## config.mk

```make
export PLATFORM = sky130hd
export DESIGN_NAME = sat_lane_tx
export DESIGN_NICKNAME = d
export VERILOG_FILES = /design/src/rtl/sat_pkg.sv /design/src/rtl/sat_holding.sv /design/src/rtl/sat_slot_seq.sv /design/src/rtl/sat_shifter.sv /design/src/rtl/sat_lane_tx.sv
export SDC_FILE = /design/constraint.sdc
export NUM_CORES = 1
export LEC_CHECK = 0
export CAP_MARGIN = 5
export CORE_ASPECT_RATIO = 1.2
export CORE_MARGIN = 3
export CORE_UTILIZATION = 50
export CTS_CLUSTER_SIZE = 20
export DETAILED_ROUTE_END_ITERATION = 7
export GPL_TIMING_DRIVEN = 0
export PLACE_DENSITY_LB_ADDON = 0.08
export SLEW_MARGIN = 20
export SYNTH_ARGS = -nofsm -noshare
export SYNTH_HDL_FRONTEND = slang
export SYNTH_HIERARCHICAL = 1
export SYNTH_SLANG_ARGS = --single-unit
```

## constraint.sdc

```tcl
create_clock -name clk -period 4.44 [get_ports clk]
set_input_delay 0.444 -clock clk [delete_from_list [all_inputs] [get_ports clk]]
set_output_delay 0.444 -clock clk [all_outputs]
set_load 0.01 [all_outputs]
```

## src/rtl/sat_pkg.sv

```systemverilog
package sat_pkg;

  typedef struct packed {
    logic lsb_first;
    logic right_align;
    logic zero_pad;
  } sat_fmt_t;

  typedef enum logic [1:0] {
    PH_IDLE = 2'd0,
    PH_LEAD = 2'd1,
    PH_DATA = 2'd2,
    PH_TAIL = 2'd3
  } sat_phase_e;

endpackage

```

## src/rtl/sat_holding.sv

```systemverilog
module sat_holding #(
  parameter int WORD_BITS = 24
) (
  input  logic                 clk,
  input  logic                 rst_n,
  input  logic                 wr_en,
  input  logic [WORD_BITS-1:0] wr_data,
  input  logic                 take,
  output logic [WORD_BITS-1:0] hold_q,
  output logic                 empty
);

  always_ff @(posedge clk or negedge rst_n) begin
    if (!rst_n) begin
      hold_q <= '0;
      empty  <= 1'b1;
    end else begin
      if (wr_en) hold_q <= wr_data;
      // a write on the transfer edge wins: the new word stays pending
      if (wr_en)     empty <= 1'b0;
      else if (take) empty <= 1'b1;
    end
  end

  p_take_sets_empty_r3: assert property (@(posedge clk) disable iff (!rst_n)
    (take && !wr_en) |=> empty);

  p_write_clears_empty_r3: assert property (@(posedge clk) disable iff (!rst_n)
    wr_en |=> !empty);

  p_hold_kept_r4: assert property (@(posedge clk) disable iff (!rst_n)
    !wr_en |=> $stable(hold_q));

endmodule

```

## src/rtl/sat_slot_seq.sv

```systemverilog
module sat_slot_seq
  import sat_pkg::*;
#(
  parameter int WORD_BITS = 24,
  parameter int SLOT_BITS = 32
) (
  input  logic        clk,
  input  logic        rst_n,
  input  logic        bit_tick,
  input  logic        frame_sync,
  input  logic        enable,
  input  sat_fmt_t    fmt_in,
  output logic        start_evt,
  output logic        step_evt,
  output logic        done_evt,
  output logic        shift_evt,
  output logic        active,
  output sat_phase_e  phase,
  output sat_fmt_t    fmt_q
);

  localparam int POS_W    = (SLOT_BITS > 1) ? $clog2(SLOT_BITS) : 1;
  localparam int PAD_BITS = SLOT_BITS - WORD_BITS;
  localparam logic [POS_W-1:0] LAST_POS = POS_W'(SLOT_BITS - 1);

  logic [POS_W-1:0] pos;
  logic             at_last;

  // phase of a slot position for a given alignment
  function automatic sat_phase_e phase_of(input logic [POS_W-1:0] p,
                                          input logic right);
    int pi;
    pi = int'(p);
    if (right) return (pi < PAD_BITS)  ? PH_LEAD : PH_DATA;
    else       return (pi < WORD_BITS) ? PH_DATA : PH_TAIL;
  endfunction

  assign at_last   = active && (pos == LAST_POS);
  assign start_evt = bit_tick && frame_sync && enable;
  assign done_evt  = bit_tick && at_last && !start_evt;
  assign step_evt  = bit_tick && active && !at_last && !start_evt;
  assign phase     = active ? phase_of(pos, fmt_q.right_align) : PH_IDLE;
  assign shift_evt = step_evt && (phase == PH_DATA);

  always_ff @(posedge clk or negedge rst_n) begin
    if (!rst_n) begin
      active <= 1'b0;
      pos    <= '0;
      fmt_q  <= '0;
    end else if (start_evt) begin
      active <= 1'b1;
      pos    <= '0;
      fmt_q  <= fmt_in;
    end else if (done_evt) begin
      active <= 1'b0;
      pos    <= '0;
    end else if (step_evt) begin
      pos    <= pos + 1'b1;
    end
  end

  p_pos_bound_r2: assert property (@(posedge clk) disable iff (!rst_n)
    active |-> (int'(pos) < SLOT_BITS));

  p_fmt_hold_r11: assert property (@(posedge clk) disable iff (!rst_n)
    (active && !start_evt) |=> $stable(fmt_q));

  p_idle_until_sync_r6: assert property (@(posedge clk) disable iff (!rst_n)
    (!active && !(bit_tick && frame_sync)) |=> !active);

  initial begin
    if (WORD_BITS < 1 || WORD_BITS > SLOT_BITS || SLOT_BITS < 2)
      $error("sat_slot_seq: need 1 <= WORD_BITS <= SLOT_BITS, SLOT_BITS >= 2");
  end

endmodule

```

## src/rtl/sat_shifter.sv

```systemverilog
module sat_shifter
  import sat_pkg::*;
#(
  parameter int WORD_BITS = 24
) (
  input  logic                 clk,
  input  logic                 rst_n,
  input  logic                 load,
  input  logic [WORD_BITS-1:0] load_word,
  input  logic                 shift,
  input  sat_phase_e           phase,
  input  sat_fmt_t             fmt,
  output logic                 bit_out
);

  logic [WORD_BITS-1:0] sh;
  logic                 last_bit;
  logic                 head;

  // bit at the sending end of the register
  function automatic logic head_of(input logic [WORD_BITS-1:0] v,
                                   input logic lsb);
    return lsb ? v[0] : v[WORD_BITS-1];
  endfunction

  function automatic logic [WORD_BITS-1:0] advance(input logic [WORD_BITS-1:0] v,
                                                   input logic lsb);
    return lsb ? (v >> 1) : (v << 1);
  endfunction

  assign head = head_of(sh, fmt.lsb_first);

  always_ff @(posedge clk or negedge rst_n) begin
    if (!rst_n) begin
      sh       <= '0;
      last_bit <= 1'b0;
    end else if (load) begin
      sh       <= load_word;
      last_bit <= 1'b0;
    end else if (shift) begin
      last_bit <= head;
      sh       <= advance(sh, fmt.lsb_first);
    end
  end

  always_comb begin
    unique case (phase)
      PH_DATA: bit_out = head;
      PH_LEAD: bit_out = fmt.zero_pad ? 1'b0 : head;
      PH_TAIL: bit_out = fmt.zero_pad ? 1'b0 : last_bit;
      default: bit_out = 1'b0;
    endcase
  end

  p_tail_repeat_r8: assert property (@(posedge clk) disable iff (!rst_n)
    (phase == PH_TAIL && $past(phase == PH_TAIL) && !fmt.zero_pad) |-> $stable(bit_out));

  p_lead_repeat_r9: assert property (@(posedge clk) disable iff (!rst_n)
    (phase == PH_LEAD && $past(phase == PH_LEAD) && !fmt.zero_pad) |-> $stable(bit_out));

endmodule

```

## src/rtl/sat_lane_tx.sv

```systemverilog
module sat_lane_tx
  import sat_pkg::*;
#(
  parameter int WORD_BITS = 24,
  parameter int SLOT_BITS = 32
) (
  input  logic                 clk,
  input  logic                 rst_n,
  input  logic                 bit_tick,
  input  logic                 frame_sync,
  input  logic                 tx_enable,
  input  logic                 fmt_lsb_first,
  input  logic                 fmt_right_align,
  input  logic                 fmt_zero_pad,
  input  logic                 wr_en,
  input  logic [WORD_BITS-1:0] wr_data,
  output logic                 tx_empty,
  output logic                 sd_out,
  output logic                 sd_oe
);

  sat_fmt_t             fmt_in;
  sat_fmt_t             fmt_q;
  sat_phase_e           phase;
  logic                 start_evt;
  logic                 step_evt;
  logic                 done_evt;
  logic                 shift_evt;
  logic                 active;
  logic [WORD_BITS-1:0] hold_q;
  logic                 bit_val;

  assign fmt_in = '{lsb_first: fmt_lsb_first,
                    right_align: fmt_right_align,
                    zero_pad: fmt_zero_pad};

  sat_holding #(.WORD_BITS(WORD_BITS)) u_hold (
    .clk     (clk),
    .rst_n   (rst_n),
    .wr_en   (wr_en),
    .wr_data (wr_data),
    .take    (start_evt),
    .hold_q  (hold_q),
    .empty   (tx_empty)
  );

  sat_slot_seq #(.WORD_BITS(WORD_BITS), .SLOT_BITS(SLOT_BITS)) u_seq (
    .clk        (clk),
    .rst_n      (rst_n),
    .bit_tick   (bit_tick),
    .frame_sync (frame_sync),
    .enable     (tx_enable),
    .fmt_in     (fmt_in),
    .start_evt  (start_evt),
    .step_evt   (step_evt),
    .done_evt   (done_evt),
    .shift_evt  (shift_evt),
    .active     (active),
    .phase      (phase),
    .fmt_q      (fmt_q)
  );

  sat_shifter #(.WORD_BITS(WORD_BITS)) u_shift (
    .clk       (clk),
    .rst_n     (rst_n),
    .load      (start_evt),
    .load_word (hold_q),
    .shift     (shift_evt),
    .phase     (phase),
    .fmt       (fmt_q),
    .bit_out   (bit_val)
  );

  assign sd_oe  = active;
  assign sd_out = bit_val;

  p_quiet_when_off_r12: assert property (@(posedge clk) disable iff (!rst_n)
    !sd_oe |-> !sd_out);

  p_release_at_end_r2: assert property (@(posedge clk) disable iff (!rst_n)
    $fell(sd_oe) |-> $past(done_evt));

  p_step_needs_tick_r2: assert property (@(posedge clk) disable iff (!rst_n)
    (step_evt || done_evt) |-> bit_tick);

endmodule

```

; Word level (Yosys, flattened, before mapping)
; Index checks and enable logic that the tools add are counted.
[word_totals]
mem_bits_ro = 0
register_bits = 59
in_bits = 33
ram_bits = 0
output_inout_bits = 3
mem_count = 0
latchBits = 0
elab_cells = 51
[classes]
n_eq_ne = 4
addsub = 1
n_reduce_logical = 15
muxes = 20
n_mul = 0
bitwise_logic = 0
n_div = 0
shift = 0
magnitude_cmp = 2
[ops]
columns = operator, n
row1 = 24-bit two-way mux, 3
row2 = 5-bit two-way mux, 3
row3 = 1-bit two-way mux, 10
row4 = 1-bit logical AND, 9
row5 = 2-bit two-way mux, 3
row6 = 2-bit nonzero test, 3
row7 = "5-bit by 1-bit adder with 5-bit output, second input constant", 1
row8 = "5-bit == test, second input constant", 1
row9 = "5-bit by 4-bit less-than comparator with 1-bit output, second input constant", 1
row10 = "5-bit less-than comparator, second input constant", 1
row11 = "2-bit == test, second input constant", 2
row12 = 1-bit one-hot mux with 3 select lines, 1
row13 = 3-bit nonzero test, 1
row14 = "2-bit by 1-bit == test with 1-bit output, second input constant", 1
row15 = 1-bit zero test, 2

; Longest topological paths before layout
[depth]
word_depth = 8
mapped_depth = 9
mapped_depth_nobuf = 8

; Modules after synthesis
; Netlist, hierarchy kept.
[modules_own_cells]
columns = module, cells_per_inst, seq_area_each_um2, area_each_um2, n_inst
row1 = sat_shifter, 142, 625.6, 1460.2, 1
row2 = sat_holding, 53, 626.9, 1029.7, 1
row3 = sat_slot_seq, 49, 225.2, 548.0, 1

; Worst setup path before layout
; No wires, ideal clock.
[synth_path]
path_type = register -> register
start = register u_seq.pos[0]
end = register u_shift.sh[1]
period_less_slack_ps = 2185
arrival_time_ps = 2067
setup_ps = 118
slack_ps = 2255
t_required_ps = 4322
n_path_buf = 2
stages_incl_launch_ff = 10
path_cell_list = dfrtp_1 -> ha_1 -> and3_1 -> ha_1 -> nor3_4 -> o211a_1 -> buf_2 -> buf_2 -> a211oi_1 -> a21o_1
[synth_via]
elab_chain_cells = 7
word_cells_on_any_way = 14
classes_between = order compare (2) / eq/ne (2) / mux (4) / reduce/logical (6)
[synth_lines]
columns = item, line
row1 = "start, declared", sat_slot_seq.sv:26  ; logic [POS_W-1:0] pos;
row2 = "start signal, assigned", sat_slot_seq.sv:58  ; pos <= pos + 1'b1;
row3 = 5-bit == test, sat_slot_seq.sv:38  ; assign at_last = active && (pos == LAST_POS);
row4 = 1-bit logical AND, sat_slot_seq.sv:38
row5 = 1-bit zero test, sat_slot_seq.sv:41  ; assign step_evt = bit_tick && active && !at_last && !start_evt;
row6 = 1-bit logical AND (2 in series), sat_slot_seq.sv:41
row7 = net step_evt, sat_lane_tx.sv:26  ; logic step_evt;
row8 = 1-bit logical AND, sat_slot_seq.sv:43  ; assign shift_evt = step_evt && (phase == PH_DATA);
row9 = net shift_evt, sat_lane_tx.sv:28  ; logic shift_evt;
row10 = 2-bit nonzero test (no source line), n/a
row11 = "end signal, assigned", sat_shifter.sv:38  ; sh <= load_word;
row12 = "end signal, assigned", sat_shifter.sv:42  ; sh <= advance(sh, fmt.lsb_first);
row13 = "end, declared", sat_shifter.sv:16  ; logic [WORD_BITS-1:0] sh;
; The timed path passes the listed nets, and every way through them passes these cells.
; A chain may end at the register's enable or synchronous reset.

; Final worst setup path
; Same ends and word-level chain as after synthesis.

==> flow_metrics.tcl <==
set metrics [dict create \
    post_cts_buffers 0 \
    utilization 0.6433 \
    max_freq_mhz 398.0 \
    fin_tns_setup_ns 0 \
    maxCapViolCount 0 \
    crit_path_max_fanout 10 \
    cts_tree "built" \
    min_path_cells 2 \
    r2r_end "u_shift/sh[1]" \
    status "complete, no violations" \
    multi_input_area_um2 1380 \
    grt_pass1_vias 2009 \
    timing.rr.start "u_seq/pos[0]" \
    drcViolationCount 0 \
    dpl_cell_area_um2 3496 \
    drv_slew 0 \
    fin_crit_ns 2.512 \
    crit_start "u_seq/pos[0]" \
    final_common_cell "dfrtp_1" \
    fillers 470 \
    htree_levels 3 \
    rows 30 \
    slew_headroom 0.6436 \
    worstSetupEndpointType "flip-flop" \
    overflow 0 \
    regArea_um2 1478 \
    final_cell_mix "dfrtp_1, clkdlybuf4s50_1, nor2_1, mux2i_1" \
    hold_viol 0 \
    rsz0062_at_grt "false" \
    r2r_slack_ns 1.93 \
    timing.final.crit_share 0.5658 \
    crit_required_ns 4.65 \
    syn_inst 243 \
    die_h_um 91.28 \
    wl_per_cell_um 14.69 \
    critPathArrivalTime_ns 2.72 \
    portBuffers 34 \
    via_per_inst 5.320 \
    tightest_slew_ns 0.5346 \
    synth_nets 278 \
    cts-resized-gates 0 \
    clock_path_buffers 2 \
    core-area_um2 5781 \
    nets 325 \
    startpoint_type "flip-flop" \
    drtPass1Iterations 4 \
    antenna_left 0 \
    power.leakage_nw 1.749 \
    yosysWarnings 6 \
    hp-start "wr_en" \
    dp_hpwl_um 3867 \
    path_class "reg2reg" \
    fp.dieW_um 77.07 \
    syn_to_final_growth_pct 22.71 \
    power.density_nw_per_um2 516.5 \
    netlist_area_um2 3030 \
    syn-mean-instance-area_um2 12.47 \
    totalWireLength_um 5508 \
    cts_buffers 9 \
    finalSetupViolCount 0 \
    drive_gt1_frac 0.2305 \
    antenna_found_initial 0 \
    insertion_delay_ns 0.32 \
    clkTransAtPathRegs_ns 0.06 \
    irDropWorstVdd_v 0.0002478 \
    power_mw 1.921 \
    hp-class "in2reg" \
    skew_ns 0.006973 \
    die-area_um2 7035 \
    cts_root_buf "clkbuf_8" \
    cts-hold-fix-buffers 1 \
    fin_hold_ws_ns 0.4279 \
    routed-via-count 1995 \
    num_antenna_cells 0 \
    cts_sinks 59 \
    io_pins 36 \
    min_to "u_hold/hold_q[21]" \
    drt_iter0_markers 102 \
    place_congestion 0.8300 \
    grt_pass1_wl_um 9466 \
    final_cell_area_um2 3719 \
    reg2regPathDepth 9 \
    start_util 0.5242 \
    grt.total_usage 0.1702 \
    grt_max_degree 46 \
]
metal layers:
| metal | GRT usage | part of all wire |
|---|---|---|
| met3 | 0.03968 | 0.037 |
| met2 | 0.2689 | 0.47 |
| met1 | 0.2209 | 0.48 |
| met4 | 0.08012 | 0.013 |
| met5 | 0 | 0 |
power by group:
group | internal [mW] | switching (mW) | total [mW] | leakage (nW)
logic | 0.338 | 0.251 | 0.589 | 0.954
clock network | 0.303 | 0.203 | 0.506 | 0.108
registers | 0.696 | 0.130 | 0.826 | 0.687
state kept, by name, summed over array words and instances, names as in the netlist:
register	flops
u_hold/empty	1
u_hold/hold_q	24
u_seq/active	1
u_shift/sh	24
u_seq/fmt_q	3
u_shift/last_bit	1
u_seq/pos	5
worst max-delay path: stages (launching register included):
cell      delay [ns]
dfrtp_1         0.41
ha_1            0.23
and3_1          0.19
ha_1            0.26
nor3_4          0.28
o211a_1         0.24
buf_2           0.25
buf_2           0.25
a211oi_1        0.11
a21o_1          0.17
worst max-delay path by stage:
stage	to	slack, ns
2_1_floorplan	u_shift/sh[1]	2.26
3_3_place_gp	u_hold/hold_q[18]	1.01
3_5_place_dp	u_shift/sh[22]	1.89
4_1_cts	u_shift/sh[1]	1.92
5_1_grt	u_shift/sh[7]	1.70
6_report	u_shift/sh[1]	1.93
stage by stage:
stage,setup WS (ns),instances
after floorplan,2.263,243
after global placement,1.013,357
after detailed placement,1.890,358
after CTS,1.917,375
after global routing,1.695,375
final,1.928,375
cell type report:
type	instances	area share
multi-input cells	164	0.3711
clock buffers	12	0.04441
clock inverters	4	0.01279
inverters	3	0.003028
well taps	80	0.02692
plain buffers	17	0.04341
flip-flops and latches	59	0.3974
repair buffers	36	0.1009
No activity file was read; power rests on OpenSTA's default activity.
